## config.mk

```make
export PLATFORM = sky130hd
export DESIGN_NAME = nand_cprog_seq
export DESIGN_NICKNAME = d
export VERILOG_FILES = /design/src/rtl/nand_cprog_pkg.sv /design/src/rtl/nand_cyc_timer.sv /design/src/rtl/nand_addr_gen.sv /design/src/rtl/nand_cprog_seq.sv
export SDC_FILE = /design/constraint.sdc
export NUM_CORES = 1
export LEC_CHECK = 0
export BUFFER_PORTS_ARGS = -buffer_cell sky130_fd_sc_hd__clkbuf_2
export CAP_MARGIN = 10
export CORE_UTILIZATION = 40
export DETAILED_ROUTE_END_ITERATION = 12
export PLACE_DENSITY = 0.64
export SLEW_MARGIN = 20
export SYNTH_ARGS = -nofsm -noshare
export SYNTH_HDL_FRONTEND = slang
export SYNTH_SLANG_ARGS = --single-unit
```

## constraint.sdc

```tcl
create_clock -name clk -period 9.76 [get_ports clk]
set_input_delay 1.952 -clock clk [delete_from_list [all_inputs] [get_ports clk]]
set_output_delay 1.952 -clock clk [all_outputs]
set_load 0.01 [all_outputs]
```

## src/rtl/nand_cprog_pkg.sv

```systemverilog
package nand_cprog_pkg;

  localparam logic [7:0] CMD_LOAD  = 8'h80;
  localparam logic [7:0] CMD_CACHE = 8'h15;
  localparam logic [7:0] CMD_PROG  = 8'h10;
  localparam logic [7:0] CMD_STAT  = 8'h70;

  localparam int SB_CUR       = 0;
  localparam int SB_PREV      = 1;
  localparam int SB_TRUE_RDY  = 5;
  localparam int SB_CACHE_RDY = 6;

  typedef enum logic [3:0] {
    S_IDLE, S_LOAD, S_ADDR, S_DATA, S_CONF, S_SETTLE,
    S_WAITRB, S_SCMD, S_SRD, S_SEVAL, S_EMIT2, S_DONE
  } seq_st_t;

endpackage

```

## src/rtl/nand_cyc_timer.sv

```systemverilog
module nand_cyc_timer #(
  parameter int LIMIT = 8
) (
  input  logic clk,
  input  logic rst_n,
  input  logic clr_i,
  input  logic run_i,
  output logic exp_o
);
  localparam int W = (LIMIT < 1) ? 1 : $clog2(LIMIT + 1);

  logic [W-1:0] cnt_q, cnt_d;

  assign exp_o = (cnt_q == W'(LIMIT));

  always_comb begin
    cnt_d = cnt_q;
    if (clr_i)              cnt_d = '0;
    else if (run_i && !exp_o) cnt_d = cnt_q + W'(1);
  end

  always_ff @(posedge clk or negedge rst_n) begin
    if (!rst_n) cnt_q <= '0;
    else        cnt_q <= cnt_d;
  end


  exp_hold_chk: assert property (@(posedge clk) disable iff (!rst_n)
    (exp_o && !clr_i) |=> exp_o);

endmodule

```

## src/rtl/nand_addr_gen.sv

```systemverilog
module nand_addr_gen #(
  parameter int ROW_W = 24,
  parameter int COL_W = 16,
  localparam int COL_BYTES = (COL_W + 7) / 8,
  localparam int ROW_BYTES = (ROW_W + 7) / 8,
  localparam int ADDR_CYC  = COL_BYTES + ROW_BYTES,
  localparam int AIW       = $clog2(ADDR_CYC)
) (
  input  logic             clk,
  input  logic             rst_n,
  input  logic             load_i,
  input  logic [ROW_W-1:0] row_i,
  input  logic             inc_i,
  input  logic [AIW-1:0]   idx_i,
  output logic [7:0]       byte_o
);
  logic [ROW_W-1:0]       row_q, row_d;
  logic [ROW_BYTES*8-1:0] row_pad;
  logic [7:0]             abyte [ADDR_CYC];

  assign row_pad = (ROW_BYTES*8)'(row_q);

  for (genvar i = 0; i < ADDR_CYC; i++) begin : g_abyte
    if (i < COL_BYTES) begin : g_col
      assign abyte[i] = 8'h00;
    end else begin : g_row
      assign abyte[i] = row_pad[(i-COL_BYTES)*8 +: 8];
    end
  end

  assign byte_o = (32'(idx_i) < ADDR_CYC) ? abyte[idx_i] : 8'h00;

  always_comb begin
    row_d = row_q;
    if (load_i)     row_d = row_i;
    else if (inc_i) row_d = row_q + ROW_W'(1);
  end

  always_ff @(posedge clk or negedge rst_n) begin
    if (!rst_n) row_q <= '0;
    else        row_q <= row_d;
  end

endmodule

```

## src/rtl/nand_cprog_seq.sv

```systemverilog
module nand_cprog_seq
  import nand_cprog_pkg::*;
#(
  parameter int ROW_W   = 24,
  parameter int COL_W   = 16,
  parameter int CNT_W   = 8,
  parameter int LEN_W   = 16,
  parameter int WB_CYC  = 2,
  parameter int TMO_CYC = 4096
) (
  input  logic             clk,
  input  logic             rst_n,
  input  logic             start_i,
  input  logic [ROW_W-1:0] row_i,
  input  logic [CNT_W-1:0] npages_i,
  input  logic [LEN_W-1:0] plen_i,
  input  logic             poll_i,
  input  logic             din_valid_i,
  input  logic [7:0]       din_i,
  output logic             din_ready_o,
  output logic             nd_cle_o,
  output logic             nd_ale_o,
  output logic             nd_we_o,
  output logic             nd_re_o,
  output logic [7:0]       nd_dq_o,
  input  logic [7:0]       nd_dq_i,
  input  logic             nd_rb_i,
  output logic             res_valid_o,
  output logic [CNT_W-1:0] res_page_o,
  output logic             res_pass_o,
  output logic             busy_o,
  output logic             done_o,
  output logic             fail_o,
  output logic             tmo_o
);
  localparam int ADDR_CYC = (COL_W + 7) / 8 + (ROW_W + 7) / 8;
  localparam int AIW      = $clog2(ADDR_CYC);

  // reset: asynchronous assertion, synchronous release
  logic [1:0] rsync_q;
  logic       rst_int_n;
  always_ff @(posedge clk or negedge rst_n) begin
    if (!rst_n) rsync_q <= 2'b00;
    else        rsync_q <= {rsync_q[0], 1'b1};
  end
  assign rst_int_n = rsync_q[1];

  seq_st_t          st_q, st_d;
  logic [CNT_W-1:0] npg_q, npg_d, pg_q, pg_d;
  logic [LEN_W-1:0] plen_q, plen_d, bcnt_q, bcnt_d;
  logic [AIW-1:0]   acnt_q, acnt_d;
  logic [3:0]       stat_q, stat_d;   // {cache_rdy, true_rdy, prev, cur}
  logic             poll_q, poll_d, fail_q, fail_d, tmo_q, tmo_d;

  logic       row_load, row_inc, settle_exp, wait_exp, in_wait;
  logic [7:0] addr_byte;
  logic       last, rdy_bit;
  logic       stat_unused;

  assign stat_unused = ^{nd_dq_i[7], nd_dq_i[4:2]};

  nand_addr_gen #(.ROW_W(ROW_W), .COL_W(COL_W)) u_addr (
    .clk(clk), .rst_n(rst_int_n), .load_i(row_load), .row_i(row_i),
    .inc_i(row_inc), .idx_i(acnt_q), .byte_o(addr_byte)
  );

  nand_cyc_timer #(.LIMIT(WB_CYC)) u_settle (
    .clk(clk), .rst_n(rst_int_n), .clr_i(st_q != S_SETTLE),
    .run_i(st_q == S_SETTLE), .exp_o(settle_exp)
  );

  assign in_wait = (st_q == S_WAITRB) || (st_q == S_SCMD) ||
                   (st_q == S_SRD)    || (st_q == S_SEVAL);

  nand_cyc_timer #(.LIMIT(TMO_CYC)) u_tmo (
    .clk(clk), .rst_n(rst_int_n), .clr_i(st_q == S_CONF),
    .run_i(in_wait), .exp_o(wait_exp)
  );

  assign last    = (pg_q == npg_q - CNT_W'(1));
  assign rdy_bit = last ? stat_q[2] : stat_q[3];

  // result stream
  always_comb begin
    res_valid_o = 1'b0;
    res_page_o  = pg_q;
    res_pass_o  = 1'b0;
    if (st_q == S_EMIT2) begin
      res_valid_o = 1'b1;
      res_pass_o  = !stat_q[0];
    end else if (st_q == S_SEVAL && rdy_bit) begin
      if (last && npg_q == CNT_W'(1)) begin
        res_valid_o = 1'b1;
        res_pass_o  = !stat_q[0];
      end else if (last || pg_q != '0) begin
        res_valid_o = 1'b1;
        res_page_o  = pg_q - CNT_W'(1);
        res_pass_o  = !stat_q[1];
      end
    end
  end

  // next state
  always_comb begin
    st_d = st_q; npg_d = npg_q; pg_d = pg_q; plen_d = plen_q;
    bcnt_d = bcnt_q; acnt_d = acnt_q; stat_d = stat_q;
    poll_d = poll_q; fail_d = fail_q; tmo_d = tmo_q;
    row_load = 1'b0; row_inc = 1'b0;
    case (st_q)
      S_IDLE: if (start_i) begin
        npg_d = npages_i; plen_d = plen_i; poll_d = poll_i;
        pg_d = '0; fail_d = 1'b0; tmo_d = 1'b0; row_load = 1'b1;
        st_d = (npages_i == '0) ? S_DONE : S_LOAD;
      end
      S_LOAD: begin
        acnt_d = '0;
        st_d   = S_ADDR;
      end
      S_ADDR: begin
        acnt_d = acnt_q + AIW'(1);
        if (acnt_q == AIW'(ADDR_CYC - 1)) begin
          bcnt_d = '0;
          st_d   = (plen_q == '0) ? S_CONF : S_DATA;
        end
      end
      S_DATA: if (din_valid_i) begin
        bcnt_d = bcnt_q + LEN_W'(1);
        if (bcnt_q == plen_q - LEN_W'(1)) st_d = S_CONF;
      end
      S_CONF:   st_d = S_SETTLE;
      S_SETTLE: if (settle_exp) st_d = poll_q ? S_SCMD : S_WAITRB;
      S_WAITRB: begin
        if (nd_rb_i) st_d = S_SCMD;
        else if (wait_exp) begin
          tmo_d = 1'b1; fail_d = 1'b1; st_d = S_DONE;
        end
      end
      S_SCMD: st_d = S_SRD;
      S_SRD: begin
        stat_d = {nd_dq_i[SB_CACHE_RDY], nd_dq_i[SB_TRUE_RDY],
                  nd_dq_i[SB_PREV], nd_dq_i[SB_CUR]};
        st_d   = S_SEVAL;
      end
      S_SEVAL: begin
        if (!rdy_bit) begin
          if (wait_exp) begin
            tmo_d = 1'b1; fail_d = 1'b1; st_d = S_DONE;
          end else begin
            st_d = S_SCMD;
          end
        end else if (!last) begin
          pg_d = pg_q + CNT_W'(1); row_inc = 1'b1; st_d = S_LOAD;
        end else begin
          st_d = (npg_q > CNT_W'(1)) ? S_EMIT2 : S_DONE;
        end
      end
      S_EMIT2: st_d = S_DONE;
      S_DONE:  st_d = S_IDLE;
      default: st_d = S_IDLE;
    endcase
    if (res_valid_o && !res_pass_o) fail_d = 1'b1;
  end

  always_ff @(posedge clk or negedge rst_int_n) begin
    if (!rst_int_n) begin
      st_q <= S_IDLE; npg_q <= '0; pg_q <= '0; plen_q <= '0;
      bcnt_q <= '0; acnt_q <= '0; stat_q <= '0;
      poll_q <= 1'b0; fail_q <= 1'b0; tmo_q <= 1'b0;
    end else begin
      st_q <= st_d; npg_q <= npg_d; pg_q <= pg_d; plen_q <= plen_d;
      bcnt_q <= bcnt_d; acnt_q <= acnt_d; stat_q <= stat_d;
      poll_q <= poll_d; fail_q <= fail_d; tmo_q <= tmo_d;
    end
  end

  // bus drive
  always_comb begin
    nd_cle_o = 1'b0; nd_ale_o = 1'b0; nd_we_o = 1'b0; nd_re_o = 1'b0;
    nd_dq_o  = 8'h00;
    case (st_q)
      S_LOAD: begin nd_we_o = 1'b1; nd_cle_o = 1'b1; nd_dq_o = CMD_LOAD; end
      S_ADDR: begin nd_we_o = 1'b1; nd_ale_o = 1'b1; nd_dq_o = addr_byte; end
      S_DATA: begin nd_we_o = din_valid_i; nd_dq_o = din_i; end
      S_CONF: begin
        nd_we_o = 1'b1; nd_cle_o = 1'b1;
        nd_dq_o = last ? CMD_PROG : CMD_CACHE;
      end
      S_SCMD: begin nd_we_o = 1'b1; nd_cle_o = 1'b1; nd_dq_o = CMD_STAT; end
      S_SRD:  nd_re_o = 1'b1;
      default: ;
    endcase
  end

  assign din_ready_o = (st_q == S_DATA);
  assign busy_o      = (st_q != S_IDLE);
  assign done_o      = (st_q == S_DONE);
  assign fail_o      = fail_q;
  assign tmo_o       = tmo_q;


  res_range_chk: assert property (@(posedge clk) disable iff (!rst_int_n)
    res_valid_o |-> (res_page_o < npg_q));


  res_order_chk: assert property (@(posedge clk) disable iff (!rst_int_n)
    (res_valid_o && $past(res_valid_o)) |-> (res_page_o == $past(res_page_o) + CNT_W'(1)));


  done_idle_chk: assert property (@(posedge clk) disable iff (!rst_int_n)
    done_o |=> !busy_o);


  tmo_done_chk: assert property (@(posedge clk) disable iff (!rst_int_n)
    $rose(tmo_o) |-> done_o);


  poll_rdy_chk: assert property (@(posedge clk) disable iff (!rst_int_n)
    (nd_re_o && !poll_q) |-> $past(nd_rb_i, 2));

endmodule

```

## Word level (Yosys, flattened, before mapping)

Index checks and enable logic that the tools add are counted.

- Bitwise operators: 1
- Magnitude comparators: 3
- Equality and inequality tests: 31
- Reductions and logical operators: 35
- $add $sub $neg: 9
- Multiplexer cells: 67

Operators with widths:

| cell | number |
|---|---|
| 2-to-1 mux 8 bit | 10 |
| 2-to-1 mux 24 bit | 2 |
| 2-to-1 mux 4 bit | 11 |
| one-hot mux 4 bit (11 select lines) | 1 |
| one-hot mux 8 bit (5 select lines) | 1 |
| 2-to-1 mux 16 bit | 2 |
| one-hot mux 16 bit (2 select lines) | 1 |
| 2-to-1 mux 1 bit | 27 |
| 2-to-1 mux 13 bit | 2 |
| adder 24 x 1 -> 24 bit (second input constant) | 1 |
| binary-select mux 8 bit (select 3 bit) | 1 |
| adder 16 x 1 -> 16 bit (second input constant) | 1 |
| == test 16 bit | 1 |
| == test 4 x 3 -> 1 bit (second input constant) | 4 |
| == test 4 bit (second input constant) | 4 |
| logical NOT 16 bit | 1 |
| != test 2 bit (second input constant) | 8 |
| one-hot mux 8 bit (2 select lines) | 1 |
| subtractor 16 x 1 -> 16 bit (second input constant) | 1 |
| subtractor 8 x 1 -> 8 bit (second input constant) | 2 |
| adder 13 x 1 -> 13 bit (second input constant) | 1 |
| == test 13 bit (second input constant) | 1 |
| AND reduction 4 bit | 3 |
| nonzero test 2 bit | 6 |
| other kinds (35) | 53 |

- Output and inout bits: 27
- Input bits: 70
- Logic and storage cells: 160
- Register bits after elaboration: 103

## Depth between registers and ports, before layout

- Word-level depth: 11
- Gate-level depth with buffers: 11
- Mapped depth without buffers: 9

## Modules after synthesis

From an unflattened synthesis, not the netlist that was laid out.

- Cells, all modules: 834
- Area total of the unflattened synthesis: 6867.8 um2

Modules (own cells, without submodules):

| module | cells an instance | sequential area each (um2) | instances | area an instance (um2) |
|---|---|---|---|---|
| nand_cprog_seq | 558 | 1601.5 | 1 | 4460.5 |
| nand_addr_gen | 186 | 600.6 | 1 | 1529.0 |
| nand_cyc_timer (u_tmo) | 79 | 325.3 | 1 | 748.2 |
| nand_cyc_timer (u_settle) | 11 | 50.0 | 1 | 130.1 |

## Least setup slack after synthesis

No wires, ideal clock.

- Path type: reg-to-output
- From: reg npg_q[3]
- To: out res_page_o[6]
- Data required time: 7808 ps
- Arrival: 2475 ps
- Cell stages (with the launch flop): 9
- Buffers on the path: 1
- Setup slack: 5333 ps
- Cell sequence: dfrtp_1 buf_2 or4_4 o21ai_0 o211ai_2 nor4_4 mux2i_4 nor3_1 a211o_1

- Word-level cells in the longest chain between the ends: 7
- Elaborated cells on any way between the ends: 11
- Classes of those cells: 1 x add/sub; 2 x eq/ne; 5 x mux; 3 x reduce/logical

RTL lines:

| item | line | source |
|---|---|---|
| start, declared | nand_cprog_seq.sv:49 | `logic [CNT_W-1:0] npg_q, npg_d, pg_q, pg_d;` |
| start signal, assigned | nand_cprog_seq.sv:170 | `st_q <= st_d; npg_q <= npg_d; pg_q <= pg_d; plen_q <= plen_d;` |
| subtractor 8 x 1 -> 8 bit | nand_cprog_seq.sv:80 | `assign last = (pg_q == npg_q - CNT_W'(1));` |
| == test 8 bit | nand_cprog_seq.sv:80 |  |
| logical OR 1 bit | nand_cprog_seq.sv:95 | `end else if (last \|\| pg_q != '0) begin` |
| 2-to-1 mux 8 bit | nand_cprog_seq.sv:95 |  |
| 2-to-1 mux 8 bit | nand_cprog_seq.sv:92 | `if (last && npg_q == CNT_W'(1)) begin` |
| 2-to-1 mux 8 bit (*) | nand_cprog_seq.sv:91 | `end else if (st_q == S_SEVAL && rdy_bit) begin` |
| 2-to-1 mux 8 bit (*) | nand_cprog_seq.sv:88 | `if (st_q == S_EMIT2) begin` |
| end, declared | nand_cprog_seq.sv:29 | `output logic [CNT_W-1:0] res_page_o,` |

Mark *: on every way between the ends. The rest lies on a longest branch, timed or not.

## Worst setup path in the final report

- From: reg st_q[0]
- To: out res_page_o[4]

- Word-level cells in the longest chain between the ends: 4
- Elaborated cells on any way between the ends: 5
- Classes of those cells: 2 x eq/ne; 2 x mux; 1 x reduce/logical

RTL lines:

| item | line | source |
|---|---|---|
| start, declared | nand_cprog_seq.sv:48 | `seq_st_t st_q, st_d;` |
| start signal, assigned | nand_cprog_seq.sv:170 |  |
| == test 4 bit | nand_cprog_seq.sv:91 |  |
| logical AND 1 bit | nand_cprog_seq.sv:91 |  |
| 2-to-1 mux 8 bit | nand_cprog_seq.sv:91 |  |
| 2-to-1 mux 8 bit (*) | nand_cprog_seq.sv:88 |  |

Marks and branches as above.

==> out/qor.yml <==
cells_and_area:
  multi_input_area_mm2: 0.00393
  fin_nets: 977
  final_layout_size_suffix_gt1_frac: 0.167
  layout_commonest_cell: "nand2_1"
  ff_latch_area_mm2: 0.00258
  fin_util: 0.465
  final_cell_mix: "143 x nand2_1, 102 x dfrtp_1, 92 x clkbuf_2"
  diodes: 0
  nFillCells: 1673
  syn_to_final_growth_pct: 13.3
setup_path:
  crit_required_ns: 7.81
  critPathSlowestCell: "dfrtp_1"
  endpoint_kind: "primary output"
  regToRegStartpoint: "st_q[0]"
  crit_path_start_kind: "flop"
  crit_type: "flop to primary output"
  crit_start: "st_q[0]"
  critPathMaxStageDelay_ns: 0.85
  cp_max_fo: 29
  critical_path_arrival_ns: 3.50
  worst-r2r-setup-slack_ns: 6.42
  path_cells: "nand2b_1 -> nor2_2 -> nand2_1 -> nor2_1 -> mux2i_4 -> nor4_2 -> xor2_1 -> clkbuf_2"
logic_synthesis:
  synth-async-reset-ratio: 1.00
  yosysWarnings: 0
  syn-instance-count: 838
  syn-num-nets: 920
  synth_area_per_cell_um2: 8.12
  synth_flop_cell: "dfrtp_1"
  synth_cell_types: 73
  netlist_area_mm2: 0.00681
  ys_seq_area_frac: 0.379
  synth-seq-cells: 103
  synth_edf_count: 0
timing:
  tightestPinTransition_ns: 0.935
  timing.final.crit_share: 0.559
  setup_ws_ns: 4.31
  finalMaxSlewViolations: 0
  timing.fmax_mhz: 183
  period_needed_ns: 5.45
  rsz0062_at_grt: "false"
  finalSetupViolCount: 0
  tns_ns: 0
  clock_skew_ns: 0.00797
  slew_headroom: 0.373
  hold_viol: 0
placement:
  dp_worst_setup_slack_ns: 4.72
  hpwl_mm: 12.8
  port_buffers: 92
  gp_congestion: 0.848
pwr:
  peakVddDrop_v: 0.000109
  power_density_mw_per_mm2: 265
  power.leakage_uw: 0.00342
hold_path:
  hold_path.class: "flop to async pin"
run_status:
  outcome: "finished clean"
clock_network:
  clock_path_buffers: 2
  clkTransAtPathRegs_ns: 0.08
  clock_latency_ns: 0.36
  cts_root_buffer: "clkbuf_16"
  cts_resized: 0
  htree_levels: 3
  cts_tree: "built"
  cts_made_buffers: 9
  cts_hold_buffers: 0
  cts_sinks: 103
  cts_setup_buffers: 0
job:
  cap_viol_max_count: 0
floorplan:
  die_x_um: 132
  design.core.area_mm2: 0.0166
  rows: 47
  dieArea_mm2: 0.0175
  die-height_um: 132
  io_pins: 97
  start_util: 0.410
route:
  num_vias: 6193
  viasPerCell: 5.53
  finalWirelength_mm: 17.8
  drt_iter0_drc: 376
  drc: 0
  drtAntennaViolNets: 0
  routedWlPerCell_um: 15.9
  dr.pass1.iters: 5
global_routing:
  grt_first_pass_wirelength_mm: 29.5
  grt_start_max_net_pins: 79
  overflow: 0
  grt_antenna_before_repair: 0
  track_usage: 0.211
  first_global_vias: 5781
[kinds of logic (layout without fill, tap and decap cells)]
| kind of cell | after synthesis | in the layout | share of synthesized area |
|---|---|---|---|
| simple gates | 380 | 380 | 0.273 |
| compound gates | 186 | 186 | 0.175 |
| flops | 103 | 103 | 0.379 |
| buf+inv | 80 | 142 | 0.0473 |
| xor+xnor | 59 | 59 | 0.0759 |
| mux | 17 | 17 | 0.0276 |
| fa+ha+maj | 12 | 12 | 0.0221 |
| other cells | 1 | 1 | 0.000551 |
[power by group]
group	total, uW	internal [uW]	switching (uW)
Clock	388	211	177
Sequential	800	555	244
Combinational	860	373	487
[routing by layer]
| metal | global-route usage | share of wire |
|---|---|---|
| met1 | 0.293 | 0.48 |
| met2 | 0.323 | 0.45 |
| met3 | 0.0284 | 0.037 |
| met4 | 0.107 | 0.031 |
| met5 | 0 | 0 |
[synth_stat cells (all sizes together) (3+ instances only)]
library cell,number,area [um2]
mux2,4,45.0
nand3b,4,30.0
o311ai,3,26.3
a32oi,3,26.3
nor2,79,304
nand2b,7,43.8
nand3,34,175
nor4b,4,41.3
a211oi,6,45.0
o21ai,59,295
and3,16,100
nor4,16,151
nand2,144,541
o22ai,5,31.3
inv,29,109
nor2b,3,18.8
mux2i,13,143
xor2,31,272
or4,5,41.3
clkbuf,38,143
a22oi,3,22.5
a311oi,9,78.8
or2,8,50.1
and4,4,35.0
a21oi,49,245
a21o,3,22.5
a31o,3,26.3
or3,8,50.1
a221o,3,30.0
a31oi,5,31.3
ha,12,150
nor3,30,150
xnor2,28,245
nand4,12,75.1
o211ai,4,35.0
buf,13,70.1
a22o,5,43.8
dfrtp,103,2580
[cell type report]
class                           count  area share
Sequential cell                   103       0.335
Timing Repair Buffer               97      0.0650
Multi-Input combinational cell    655       0.509
Inverter                           29      0.0141
Clock buffer                       10      0.0310
Tap cell                          220      0.0357
Clock inverter                      6      0.0101
[final timing paths]
path,cells after the start,to
min in group clk,0,rsync_q[1]
min reg2reg,0,u_tmo.cnt_q[12]
max,8,res_page_o[4]
min,0,u_tmo.cnt_q[12]
max in group asynchronous,1,rsync_q[1]
max reg2reg,7,u_addr.row_pad[14]
[through the flow]
stage	total power, uW	instance area [um2]	hold slack (ns)	std cells
floorplan	1420	6810	0.331	838
global placement	1650	7390	0.237	1104
detailed placement	1660	7390	0.236	1104
CTS	2060	7700	0.244	1120
global route	2210	7710	0.269	1120
finish	2050	7710	0.229	1120
[flip-flops by register name, indices dropped and copies added, names as in the netlist]
name            flops
u_settle.cnt_q      2
pg_q                8
fail_o              1
acnt_q              3
u_addr.row_pad     24
stat_q              4
st_q                4
rsync_q             2
poll_q              1
tmo_o               1
plen_q             16
u_tmo.cnt_q        13
bcnt_q             16
npg_q               8
[critical path, delay by kind of cell (launching register included)]
kind,cells,cell delay (ns)
xor+xnor,1,0.18
buf+inv,1,0.15
flops,1,0.85
mux,1,0.18
simple gates,5,1.76
Power figures use the tool's default switching activity.
